$ cat config.mk
export PLATFORM = sky130hd
export DESIGN_NAME = serial_vote_rx
export DESIGN_NICKNAME = d
export VERILOG_FILES = /design/src/rtl/svr_pkg.sv /design/src/rtl/svr_sync.sv /design/src/rtl/svr_slot_vote.sv /design/src/rtl/svr_frame_fsm.sv /design/src/rtl/serial_vote_rx.sv
export SDC_FILE = /design/constraint.sdc
export NUM_CORES = 1
export LEC_CHECK = 0
export ABC_AREA = 1
export BUFFER_PORTS_ARGS = -buffer_cell sky130_fd_sc_hd__buf_2
export CORE_ASPECT_RATIO = 1.2
export CORE_MARGIN = 2
export CORE_UTILIZATION = 35
export DETAILED_ROUTE_END_ITERATION = 8
export GPL_TIMING_DRIVEN = 0
export SLEW_MARGIN = 30
export SYNTH_ARGS = -nofsm -noshare
export SYNTH_HDL_FRONTEND = slang
export SYNTH_SLANG_ARGS = --single-unit
$ cat constraint.sdc
create_clock -name clk -period 2.3 [get_ports clk]
set_clock_uncertainty 0.05 [all_clocks]
set_input_delay 0.69 -clock clk [delete_from_list [all_inputs] [get_ports clk]]
set_output_delay 0.69 -clock clk [all_outputs]
set_load 0.05 [all_outputs]
$ cat src/rtl/svr_pkg.sv
package svr_pkg;

    typedef enum logic [2:0] {
        ST_IDLE   = 3'd0,
        ST_START  = 3'd1,
        ST_DATA   = 3'd2,
        ST_PARITY = 3'd3,
        ST_STOP   = 3'd4
    } rx_state_e;

    typedef enum logic [1:0] {
        PAR_NONE     = 2'd0,
        PAR_EVEN     = 2'd1,
        PAR_ODD      = 2'd2,
        PAR_NONE_ALT = 2'd3
    } par_mode_e;

    // two-of-three decision
    function automatic logic maj3(input logic a, input logic b, input logic c);
        return (a & b) | (a & c) | (b & c);
    endfunction

endpackage

$ cat src/rtl/svr_sync.sv
module svr_sync #(
    parameter int STAGES    = 2,
    parameter bit RESET_VAL = 1'b1
) (
    input  logic clk,
    input  logic rst_n,
    input  logic d_in,
    output logic d_out
);
    logic [STAGES-1:0] chain_q;

    generate
        if (STAGES == 1) begin : g_single
            always_ff @(posedge clk or negedge rst_n) begin
                if (!rst_n) chain_q <= RESET_VAL;
                else        chain_q <= d_in;
            end
        end else begin : g_multi
            always_ff @(posedge clk or negedge rst_n) begin
                if (!rst_n) chain_q <= {STAGES{RESET_VAL}};
                else        chain_q <= {chain_q[STAGES-2:0], d_in};
            end
        end
    endgenerate

    assign d_out = chain_q[STAGES-1];

endmodule

$ cat src/rtl/svr_slot_vote.sv
module svr_slot_vote
    import svr_pkg::*;
#(
    parameter int OSR_NORM = 16,
    parameter int OSR_FAST = 8
) (
    input  logic clk,
    input  logic rst_n,
    input  logic tick,
    input  logic fast,
    input  logic run,
    input  logic clr,
    input  logic smp,
    output logic bit_end,
    output logic vote_done,
    output logic vote_val
);
    localparam int CW = $clog2(OSR_NORM + 1);

    logic [CW-1:0] cnt_q;
    logic [CW-1:0] slot;
    logic [CW-1:0] last_slot;
    logic [CW-1:0] mid_a;
    logic [CW-1:0] mid_b;
    logic [CW-1:0] mid_c;
    logic          adv;
    logic          smp_a_q;
    logic          smp_b_q;

    always_comb begin
        last_slot = fast ? CW'(OSR_FAST) : CW'(OSR_NORM);
        mid_a     = last_slot >> 1;
        mid_b     = mid_a + CW'(1);
        mid_c     = mid_a + CW'(2);
        slot      = cnt_q + CW'(1);
        adv       = tick & run;
    end

    always_ff @(posedge clk or negedge rst_n) begin
        if (!rst_n) begin
            cnt_q <= '0;
        end else if (clr) begin
            cnt_q <= '0;
        end else if (adv) begin
            cnt_q <= (slot == last_slot) ? '0 : slot;
        end
    end

    always_ff @(posedge clk or negedge rst_n) begin
        if (!rst_n) begin
            smp_a_q <= 1'b1;
            smp_b_q <= 1'b1;
        end else if (adv) begin
            if (slot == mid_a) smp_a_q <= smp;
            if (slot == mid_b) smp_b_q <= smp;
        end
    end

    always_comb begin
        bit_end   = adv && (slot == last_slot);
        vote_done = adv && (slot == mid_c);
        vote_val  = maj3(smp_a_q, smp_b_q, smp);
    end

endmodule

$ cat src/rtl/svr_frame_fsm.sv
module svr_frame_fsm
    import svr_pkg::*;
#(
    parameter int DATA_MAX = 8
) (
    input  logic                clk,
    input  logic                rst_n,
    input  logic                tick,
    input  logic                rxs,
    input  logic                vote_done,
    input  logic                vote_val,
    input  logic                bit_end,
    input  logic [1:0]          len_sel,
    input  logic [1:0]          par_sel,
    output logic                run,
    output logic                clr,
    output logic [DATA_MAX-1:0] rx_data,
    output logic                rx_valid,
    output logic                rx_par_err,
    output logic                rx_frm_err
);
    localparam int LEN_MIN = DATA_MAX - 3;
    localparam int IW      = $clog2(DATA_MAX);

    rx_state_e           state_q;
    rx_state_e           state_nx;
    logic [DATA_MAX-1:0] shf_q;
    logic [IW-1:0]       idx_q;
    logic [IW-1:0]       last_idx;
    logic                acc_q;
    logic                pbit_q;
    logic                par_on;
    logic                par_odd;
    logic                start_seen;

    always_comb begin
        par_on     = (par_mode_e'(par_sel) == PAR_EVEN) || (par_mode_e'(par_sel) == PAR_ODD);
        par_odd    = (par_mode_e'(par_sel) == PAR_ODD);
        last_idx   = IW'(LEN_MIN - 1) + IW'(len_sel);
        start_seen = tick && !rxs;
    end

    // state register
    always_ff @(posedge clk or negedge rst_n) begin
        if (!rst_n) state_q <= ST_IDLE;
        else        state_q <= state_nx;
    end

    // next-state logic
    always_comb begin
        state_nx = state_q;
        unique case (state_q)
            ST_IDLE: begin
                if (start_seen) state_nx = ST_START;
            end
            ST_START: begin
                if (vote_done && vote_val) state_nx = ST_IDLE;
                else if (bit_end)          state_nx = ST_DATA;
            end
            ST_DATA: begin
                if (bit_end && (idx_q == last_idx))
                    state_nx = par_on ? ST_PARITY : ST_STOP;
            end
            ST_PARITY: begin
                if (bit_end) state_nx = ST_STOP;
            end
            ST_STOP: begin
                if (vote_done) state_nx = ST_IDLE;
            end
            default: state_nx = ST_IDLE;
        endcase
    end

    always_comb begin
        run = (state_q != ST_IDLE) || !rxs;
        clr = vote_done && (((state_q == ST_START) && vote_val) || (state_q == ST_STOP));
    end

    // datapath and outputs
    always_ff @(posedge clk or negedge rst_n) begin
        if (!rst_n) begin
            shf_q      <= '0;
            idx_q      <= '0;
            acc_q      <= 1'b0;
            pbit_q     <= 1'b0;
            rx_data    <= '0;
            rx_valid   <= 1'b0;
            rx_par_err <= 1'b0;
            rx_frm_err <= 1'b0;
        end else begin
            rx_valid <= 1'b0;
            unique case (state_q)
                ST_IDLE: begin
                    if (start_seen) begin
                        shf_q <= '0;
                        idx_q <= '0;
                        acc_q <= 1'b0;
                    end
                end
                ST_START: begin
                end
                ST_DATA: begin
                    if (vote_done) begin
                        shf_q[idx_q] <= vote_val;
                        acc_q        <= acc_q ^ vote_val;
                    end
                    if (bit_end) idx_q <= idx_q + IW'(1);
                end
                ST_PARITY: begin
                    if (vote_done) pbit_q <= vote_val;
                end
                ST_STOP: begin
                    if (vote_done) begin
                        rx_data    <= shf_q;
                        rx_frm_err <= !vote_val;
                        rx_par_err <= par_on && (acc_q ^ pbit_q ^ par_odd);
                        rx_valid   <= 1'b1;
                    end
                end
                default: begin
                end
            endcase
        end
    end

endmodule

$ cat src/rtl/serial_vote_rx.sv
module serial_vote_rx #(
    parameter int OSR_NORM    = 16,
    parameter int OSR_FAST    = 8,
    parameter int DATA_MAX    = 8,
    parameter int SYNC_STAGES = 2
) (
    input  logic                clk,
    input  logic                rst_n,
    input  logic                tick_en,
    input  logic                fast_mode,
    input  logic [1:0]          data_len,
    input  logic [1:0]          par_mode,
    input  logic                rx_line,
    output logic [DATA_MAX-1:0] rx_data,
    output logic                rx_valid,
    output logic                rx_par_err,
    output logic                rx_frm_err
);
    logic rx_s;
    logic run;
    logic clr;
    logic bit_end;
    logic vote_done;
    logic vote_val;

    svr_sync #(
        .STAGES    (SYNC_STAGES),
        .RESET_VAL (1'b1)
    ) u_sync (
        .clk   (clk),
        .rst_n (rst_n),
        .d_in  (rx_line),
        .d_out (rx_s)
    );

    svr_slot_vote #(
        .OSR_NORM (OSR_NORM),
        .OSR_FAST (OSR_FAST)
    ) u_vote (
        .clk       (clk),
        .rst_n     (rst_n),
        .tick      (tick_en),
        .fast      (fast_mode),
        .run       (run),
        .clr       (clr),
        .smp       (rx_s),
        .bit_end   (bit_end),
        .vote_done (vote_done),
        .vote_val  (vote_val)
    );

    svr_frame_fsm #(
        .DATA_MAX (DATA_MAX)
    ) u_fsm (
        .clk        (clk),
        .rst_n      (rst_n),
        .tick       (tick_en),
        .rxs        (rx_s),
        .vote_done  (vote_done),
        .vote_val   (vote_val),
        .bit_end    (bit_end),
        .len_sel    (data_len),
        .par_sel    (par_mode),
        .run        (run),
        .clr        (clr),
        .rx_data    (rx_data),
        .rx_valid   (rx_valid),
        .rx_par_err (rx_par_err),
        .rx_frm_err (rx_frm_err)
    );

endmodule

[Word-level counts from Yosys, hierarchy flattened]
Cells that the tools add are included.
Operators by class
  equality and inequality tests: 18
  bitwise gates (word level): 9
  reductions and logical operators: 25
  order comparisons: 2
  muxes and demuxes: 26
  $add $sub $neg: 5
Operator list (count)
  3-bit 2-to-1 mux: 9
  5-bit 2-to-1 mux: 4
  8-bit 2-to-1 mux: 2
  8-bit one-hot mux with 2 select lines: 1
  5-bit == test: 3
  3-bit one-hot mux with 5 select lines: 1
  2-bit by 1-bit != test with 1-bit output, second input constant: 6
  1-bit logical AND: 9
  8-bit bitwise mux: 1
  2-bit AND reduction: 4
  3-bit by 2-bit == test with 1-bit output, second input constant: 2
  3-bit one-hot mux with 2 select lines: 1
  3-bit AND reduction: 2
  4-bit by 1-bit adder with 5-bit output, second input constant: 1
  4-bit by 2-bit adder with 5-bit output, second input constant: 1
  5-bit by 1-bit adder with 5-bit output, second input constant: 1
  5-bit by 4-bit == test with 1-bit output: 1
  1-bit 2-to-1 mux: 5
  5-bit AND reduction: 1
  1-bit AND: 4
  3-bit by 4-bit < comparator with 1-bit output, second input constant: 1
  2-bit nonzero test: 2
  3-bit by 1-bit adder with 3-bit output, second input constant: 1
  3-bit by 2-bit adder with 3-bit output, first input constant: 1
  other kinds (15): 21
Word-level totals
  register bits after elaboration: 36
  input port bits: 9
  output and inout port bits: 11
  word-level logic and storage cells: 98

[Depth between registers and ports, before layout]
Gate-level depths: netlist of the first run.
  depth in word-level cells: 7
  gate-level depth with buffers: 14

[By module]
From an unflattened synthesis of the first run, not the netlist that was laid out.
Unflattened totals
  cell total of the unflattened synthesis: 271
  area total of the unflattened synthesis: 2050.7 µm²
Modules (own cells, without submodules)
  svr_frame_fsm: area an instance 1472.7 µm², seq. area each 675.6 µm², times used 1, cells each 193
  svr_slot_vote: area an instance 525.5 µm², seq. area each 177.7 µm², times used 1, cells each 76
  svr_sync: area an instance 52.6 µm², seq. area each 52.6 µm², times used 1, cells each 2

[Worst setup path before layout of the first run]
No wires, ideal clock.
  kind: reg-to-reg
  from: register u_vote.cnt_q[0]
  to: register u_fsm.shf_q[4]
  clock period less this slack: 1.899 ns
  slack: 0.401 ns
  required time: 2.133 ns
  data arrival time: 1.733 ns
  cell stages (with the launch flop): 13
  cell sequence: dfrtp_1 > ha_1 > nand2_1 > inv_2 > nor2_2 > nor2_1 > nor2_2 > nand2_4 > o21ai_4 > buf_6 > o21ai_1 > nand2_1 > nand2_1
Between the ends
  cells in the longest elaborated chain, start to end: 5
Ends and longest elaborated chain
  from (decl): line svr_slot_vote.sv:20  | logic [CW-1:0] cnt_q;
  from (signal assigned): line svr_slot_vote.sv:45  | cnt_q <= (slot == last_slot) ? '0 : slot;
  5-bit by 1-bit adder with 5-bit output: line svr_slot_vote.sv:35  | slot = cnt_q + CW'(1);
  5-bit == test: line svr_slot_vote.sv:61  | vote_done = adv && (slot == mid_c);
  1-bit logical AND: line svr_slot_vote.sv:61
  2-bit by 1-bit != test with 1-bit output (no source line)
  3-bit AND reduction (no source line)
  to (signal, indexed assignment): line svr_frame_fsm.sv:104  | shf_q[idx_q] <= vote_val;
  to (decl): line svr_frame_fsm.sv:27  | logic [DATA_MAX-1:0] shf_q;
Every way passes these cells.
A chain may end at the register's enable or synchronous reset.

[Worst setup path after layout of the first run]
  from: register u_vote.cnt_q[1]
  to: register u_fsm.shf_q[5]
The elaborated chain is that of the path after synthesis.

==> metrics.txt, run 1 <==
outcome=completed; buffer depth of the longest clock path=2; unrepaired setup endpoints after global routing=false; first-pass GRT wire length=7090 um; FF-to-FF End=u_fsm.shf_q[5]$_DFFE_PN0P_; post-cts hold buffer count=0; highest-count cells in the layout ignoring fill and taps=sky130_fd_sc_hd__nand2_1 (83), sky130_fd_sc_hd__dfrtp_1 (31), sky130_fd_sc_hd__inv_1 (25); hold path endpoint=u_sync.chain_q[1]$_DFF_PN1_; total power density per cell area=1060 nW/um^2; number of antenna repair diodes=0; cell area after placement=2140 um^2; mux share of post-synthesis cell area=0%; detail-routed via count per cell=4.80; number of antenna-violating nets in the routed design=0; worst vdd ir=0.377 mV; Via Count=1651; biggest cell delay along the critical path=0.42 ns; most frequent cell on the critical path=sky130_fd_sc_hd__nand2_1; Clock power frac=23.7%; synthesized area per cell=7.72 um^2; cell at the slowest stage of the critical path=sky130_fd_sc_hd__dfrtp_1; die footprint=6250 um^2; kind of end point of the critical path=register; main combinational cell family by area after synthesis=simple AND/OR/NAND/NOR gates; DRC=0; synthesized instance count=255; required time of the critical path=2.44 ns; number of placement rows=29; number of instances on the worst hold path=0; synthesis-stage register bit count=36; number of unique standard cell types used by synthesis=30; share of power burned in combinational logic=39.0%; pin count of the biggest net entering global routing=37; post-synthesis share of cell area spent on full adders, half adders and majority gates=3.18%; slew margin rel.=45.8%; number of input and output port buffers inserted=19; share of the yosys chip area belonging to registers=46.0%; top-level I/O count=20; setup violation total in the final timing report=0; final weighted congestion in routability-driven placement=0.815; die outline height=86.2 um; worst-margin pin slew=0.813 ns; highest achievable clock rate=489 MHz; Simple-Gate Fraction of Synth Area=32.0%; half-perimeter wire length after detailed placement=2860 um; layout cell share with drive strength beyond 1=17.7%; Wirelength per Cell=11.3 um; post-synth net total=269; Lkg Pwr=1.16 nW; CTS Sinks=36; clock transition at the register clock pins on the worst setup and hold paths after CTS=0.08 ns; R2R setup slack=0.26 ns; number of antenna violations at the first check in global routing=0; initial core utilization=36.7%; post-synthesis instance area=1970 um^2; detailed-route wire length=3880 um; largest driver fanout on the critical path=10; leading cell type in the layout, fill and taps excluded=sky130_fd_sc_hd__nand2_1; Min-Delay Startpoint=u_sync.chain_q[0]$_DFF_PN1_; internal power contribution=1.40 mW; latest clock arrival within the worst-skew pair=0.30 ns; final max-slew violation count=0; Std-Cell Core Area=5370 um^2; pre-CTS worst setup slack=0.151 ns; final instance area=2270 um^2; Net Switching=1.00 mW; width of the chip=72.5 um; root buffer cell=sky130_fd_sc_hd__clkbuf_8; layout overhead on the synthesized area=15.1%; setup tns final=0 ns; depth of the CTS H-tree=2; initial drt markers=79; data arrival time of the critical path=2.19 ns; xor/xnor cell area share of the yosys netlist=1.78%; origin of the worst setup path=u_vote.cnt_q[1]$_DFFE_PN0P_; Setup WS post-layout=0.256 ns; switching power share of the total=41.7%; Crit Path Class=register to register; TritonCTS clock tree=yes; synthesized-area fraction occupied by ao, oa, aoi and oai cells=9.72%; final net count=295; number of hold violations in the final report=0; vias in the first global route=1577; GR Util All Layers=14.5%; Tightest Hold Check Type=register to register; clock buffers created by TritonCTS=5; overflow left after global routing=0; final critical path time including I/O delays and setup=2.04 ns; MaxCap Viol Count=0; worst r2r src=u_vote.cnt_q[1]$_DFFE_PN0P_; number of detailed-route iterations in the first pass=4; yosys synthesis warning count=0; Critical Path, Cell by Cell=ha_2 -> nand2_1 -> inv_2 -> nand3_2 -> nand2_2 -> nand2_2 -> nor2_4 -> nand2_4 -> o21ai_4 -> buf_6 -> o21ai_1 -> nand2_1 -> nand2_1; element type at the critical path start=register; share of the clock period used by the worst path=88.8%; depth of the most critical reg-to-reg path=13; sequential group share of total power=37.3%
-- sequential cells by signal, indices dropped and copies added (netlist names), 2 cells and up --
signal,cells
u_fsm.rx_data,8
u_fsm.shf_q,8
u_vote.cnt_q,5
u_fsm.idx_q,3
u_fsm.state_q,3
u_sync.chain_q,2
-- metrics by stage --
step           cells  power (mW)  utilization, %  hold slack (ns)
4_1_cts          344        2.40            42.0            0.309
6_report         344        2.40            42.2            0.308
3_5_place_dp     336        1.83            39.9            0.298
2_1_floorplan    255        1.61               -            0.295
5_1_grt          344        2.62            42.2            0.314
3_3_place_gp     336        1.80            39.9            0.298
-- worst max path at each step --
stage | to | slack [ns] | cells past startpoint
floorplan | u_fsm.shf_q[4]$_DFFE_PN0P_ | 0.40 | 12
CTS | u_fsm.rx_par_err$_DFFE_PN0P_ | 0.15 | 12
detailed placement | u_fsm.idx_q[2]$_DFFE_PN0P_ | 0.15 | 9
global route | u_fsm.shf_q[7]$_DFFE_PN0P_ | 0.02 | 13
global placement | u_fsm.idx_q[2]$_DFFE_PN0P_ | 0.13 | 9
finish | u_fsm.shf_q[5]$_DFFE_PN0P_ | 0.26 | 13
-- logic make-up after synthesis --
group,after synthesis
buf+inv,34
fa+ha+maj,5
xor+xnor,4
simple gates,143
flops,36
compound gates,33
-- cells in the mapped netlist --
cell type	count	share of area, %
sky130_fd_sc_hd__a21oi_1	2	0.51
sky130_fd_sc_hd__a22oi_1	1	0.38
sky130_fd_sc_hd__buf_2	1	0.25
sky130_fd_sc_hd__buf_6	2	1.1
sky130_fd_sc_hd__clkbuf_1	4	0.76
sky130_fd_sc_hd__dfrtp_1	32	41
sky130_fd_sc_hd__dfstp_2	4	5.3
sky130_fd_sc_hd__ha_1	5	3.2
sky130_fd_sc_hd__inv_1	25	4.8
sky130_fd_sc_hd__inv_2	2	0.38
sky130_fd_sc_hd__nand2_1	83	16
sky130_fd_sc_hd__nand2_2	2	0.64
sky130_fd_sc_hd__nand2_4	1	0.57
sky130_fd_sc_hd__nand3_1	23	5.8
sky130_fd_sc_hd__nand3_2	1	0.51
sky130_fd_sc_hd__nand4_1	8	2.5
sky130_fd_sc_hd__nor2_1	17	3.2
sky130_fd_sc_hd__nor2_2	2	0.64
sky130_fd_sc_hd__nor2_4	2	1.1
sky130_fd_sc_hd__nor3_1	3	0.76
sky130_fd_sc_hd__o21a_1	1	0.38
sky130_fd_sc_hd__o21ai_0	19	4.8
sky130_fd_sc_hd__o21ai_1	5	1.3
sky130_fd_sc_hd__o21ai_2	1	0.44
sky130_fd_sc_hd__o21ai_4	1	0.83
sky130_fd_sc_hd__o22ai_1	1	0.32
sky130_fd_sc_hd__o31ai_1	2	0.76
sky130_fd_sc_hd__or2_2	1	0.32
sky130_fd_sc_hd__xnor2_1	2	0.89
sky130_fd_sc_hd__xor2_1	2	0.89
-- layer usage --
layer  GRT usage [%]  vias to the layer above  wire (um)
met5               0                        -          0
met1            17.8                      732       1800
met2            23.4                       35       1830
met4            7.41                        0         94
met3            3.84                       10        153
li1                -                      874          -
-- power groups by stage --
stage                     clock (mW)  sequential, mW  combinational [mW]
after floorplan                    0           0.904               0.709
after global placement             0           0.904               0.900
after detailed placement           0           0.906               0.920
after CTS                      0.579           0.894               0.925
after global routing           0.617           0.927                1.08
final                          0.570           0.895               0.936
-- worst max-delay path, delay by kind of cell, from the launching register on --
| family | cells | cell delay, ns |
|---|---|---|
| fa+ha+maj | 1 | 0.24 |
| simple gates | 8 | 0.65 |
| flops | 1 | 0.42 |
| compound gates | 2 | 0.31 |
| buf+inv | 2 | 0.26 |
-- repair_timing --
action / in CTS / in global routing
hold endpoints to repair: 0 / 0
setup endpoints to repair: 0 / 19
setup buffers: 0 / 0
resized for setup: 0 / 4
-- cell type report --
| class | count | area (um^2) |
|---|---|---|
| inverters | 27 | 101 |
| multi-input cells | 185 | 931 |
| plain buffers | 7 | 42.5 |
| well taps | 62 | 77.6 |
| repair buffers | 19 | 95.1 |
| fillers | 557 | 3100 |
| clock buffers | 5 | 68.8 |
| clock inverters | 3 | 42.5 |
| flip-flops and latches | 36 | 907 |
Power figures use the tool's default switching activity.
==> run 2, diff against run 1 <==
--- a/config.mk
+++ b/config.mk
@@ -12,6 +12,7 @@
 export CORE_UTILIZATION = 35
 export DETAILED_ROUTE_END_ITERATION = 8
 export GPL_TIMING_DRIVEN = 0
+export REMOVE_ABC_BUFFERS = 1
 export SLEW_MARGIN = 30
 export SYNTH_ARGS = -nofsm -noshare
 export SYNTH_HDL_FRONTEND = slang
==> metrics.txt, run 2 (same netlist as run 1, synthesis figures left out) <==
outcome=completed; clock transition at the register clock pins on the worst setup and hold paths after CTS=0.08 ns; buffer depth of the longest clock path=2; vias in the first global route=1519; initial core utilization=36.7%; setup tns final=0 ns; number of detailed-route iterations in the first pass=4; top-level I/O count=20; data arrival time of the critical path=2.23 ns; worst hold slack across all endpoints=0.310 ns; initial drt markers=64; biggest cell delay along the critical path=0.40 ns; number of hold violations in the final report=0; worst vdd ir=0.342 mV; layout overhead on the synthesized area=14.0%; TritonCTS clock tree=yes; highest-count cells in the layout ignoring fill and taps=sky130_fd_sc_hd__nand2_1 (82), sky130_fd_sc_hd__dfrtp_1 (31), sky130_fd_sc_hd__inv_1 (25); met2 usage in global routing=21.3%; Final Non-Filler Cells=340; die outline height=86.2 um; final max-slew violation count=0; Via Count=1671; final instance area=2240 um^2; Std-Cell Core Area=5370 um^2; depth of the CTS H-tree=2; root buffer cell=sky130_fd_sc_hd__clkbuf_8; overflow left after global routing=0; Wirelength per Cell=11.4 um; first-pass GRT wire length=6630 um; setup violation total in the final timing report=0; Lkg Pwr=1.15 nW; final weighted congestion in routability-driven placement=0.801; GR met3 Demand/Resource=3.02%; Min-Delay Startpoint=u_sync.chain_q[0]$_DFF_PN1_; CTS Sinks=36; largest driver fanout on the critical path=8; # placed instances=329; GR Util All Layers=13.3%; detailed-route wire length=3890 um; share of the clock period used by the worst path=92.3%; layout cell share with drive strength beyond 1=18.0%; cell area after placement=2100 um^2; biggest regs=u_fsm.rx_data x8, u_fsm.shf_q x8, u_vote.cnt_q x5; combined buffer and inverter count along the critical path=2; fraction of the core area covered by cells at the end of the flow=41.8%; worst-margin pin slew=0.815 ns; post-cts hold buffer count=0; DRC=0; number of antenna-violating nets in the routed design=0; half-perimeter wire length after detailed placement=2770 um; worst r2r src=u_vote.cnt_q[1]$_DFFE_PN0P_; leading cell type in the layout, fill and taps excluded=sky130_fd_sc_hd__nand2_1; most used routing layer in global routing=met2; number of input and output port buffers inserted=19; number of placement rows=29; final net count=291; met1 GRT Util=17.8%; clock buffers created by TritonCTS=5; cell at the slowest stage of the critical path=sky130_fd_sc_hd__dfrtp_1; Critical Path, Cell by Cell=ha_1 -> nand2_1 -> inv_2 -> nand3_2 -> nand2_2 -> nand2_2 -> nor2_4 -> nand2_4 -> o21ai_4 -> buf_4 -> o21ai_0 -> nand2_1 -> o21ai_0; highest achievable clock rate=471 MHz; number of antenna violations at the first check in global routing=0; total power density per cell area=1060 nW/um^2; width of the chip=72.5 um; kind of cell with the highest combined delay on the critical path=simple AND/OR/NAND/NOR gates; Tightest Hold Check Type=register to register; detail-routed via count per cell=4.91; latest clock arrival within the worst-skew pair=0.29 ns; pin count of the biggest net entering global routing=37; element type at the critical path start=register; slew margin rel.=45.6%; Crit Path Class=register to register; die footprint=6250 um^2; final critical path time including I/O delays and setup=2.12 ns; number of antenna repair diodes=0; kind of end point of the critical path=register; MaxCap Viol Count=0; origin of the worst setup path=u_vote.cnt_q[1]$_DFFE_PN0P_; required time of the critical path=2.41 ns
-- run 2: layout make-up --
cell class,count,area [um^2]
fill,586,3130
multi-input combinational,185,930
inverter,27,101
timing repair buffer,22,118
sequential,36,907
clock inverter,3,42.5
clock buffer,5,68.8
tap,62,77.6
-- run 2: per-layer routing --
metal	vias to the layer above	share of wire (%)	wire, um
li1	866	-	-
met1	778	49	1910
met2	23	46	1800
met3	4	3.0	115
met4	0	1.5	57
met5	-	0	0
-- run 2: path summary, 6_finish.rpt --
check	depth (start not counted)	slack [ns]	to
max in group asynchronous	1	1.20	u_vote.cnt_q[0]$_DFFE_PN0P_
worst max register to register	13	0.18	u_fsm.shf_q[1]$_DFFE_PN0P_
worst min-delay path	0	0.31	u_sync.chain_q[1]$_DFF_PN1_
worst max-delay path	13	0.18	u_fsm.shf_q[1]$_DFFE_PN0P_
worst min register to register	0	0.31	u_sync.chain_q[1]$_DFF_PN1_
min in group asynchronous	1	0.45	u_vote.cnt_q[1]$_DFFE_PN0P_
-- run 2: power by group --
part | leakage [nW] | switching (mW) | internal, mW
combinational | 0.624 | 0.608 | 0.301
clock | 0.0541 | 0.232 | 0.321
sequential | 0.476 | 0.140 | 0.772
-- run 2: repair_timing --
action,in CTS,in global routing
setup endpoints to repair,0,16
buffers inserted,0,3
resized for setup,0,4
-- run 2: per-stage QoR --
step / total power, mW / setup WS, ns
2_1_floorplan: 1.59 / 0.294
3_3_place_gp: 1.77 / -0.0431
3_5_place_dp: 1.79 / -0.0875
4_1_cts: 2.36 / 0.0130
5_1_grt: 2.58 / -0.00137
6_report: 2.37 / 0.177
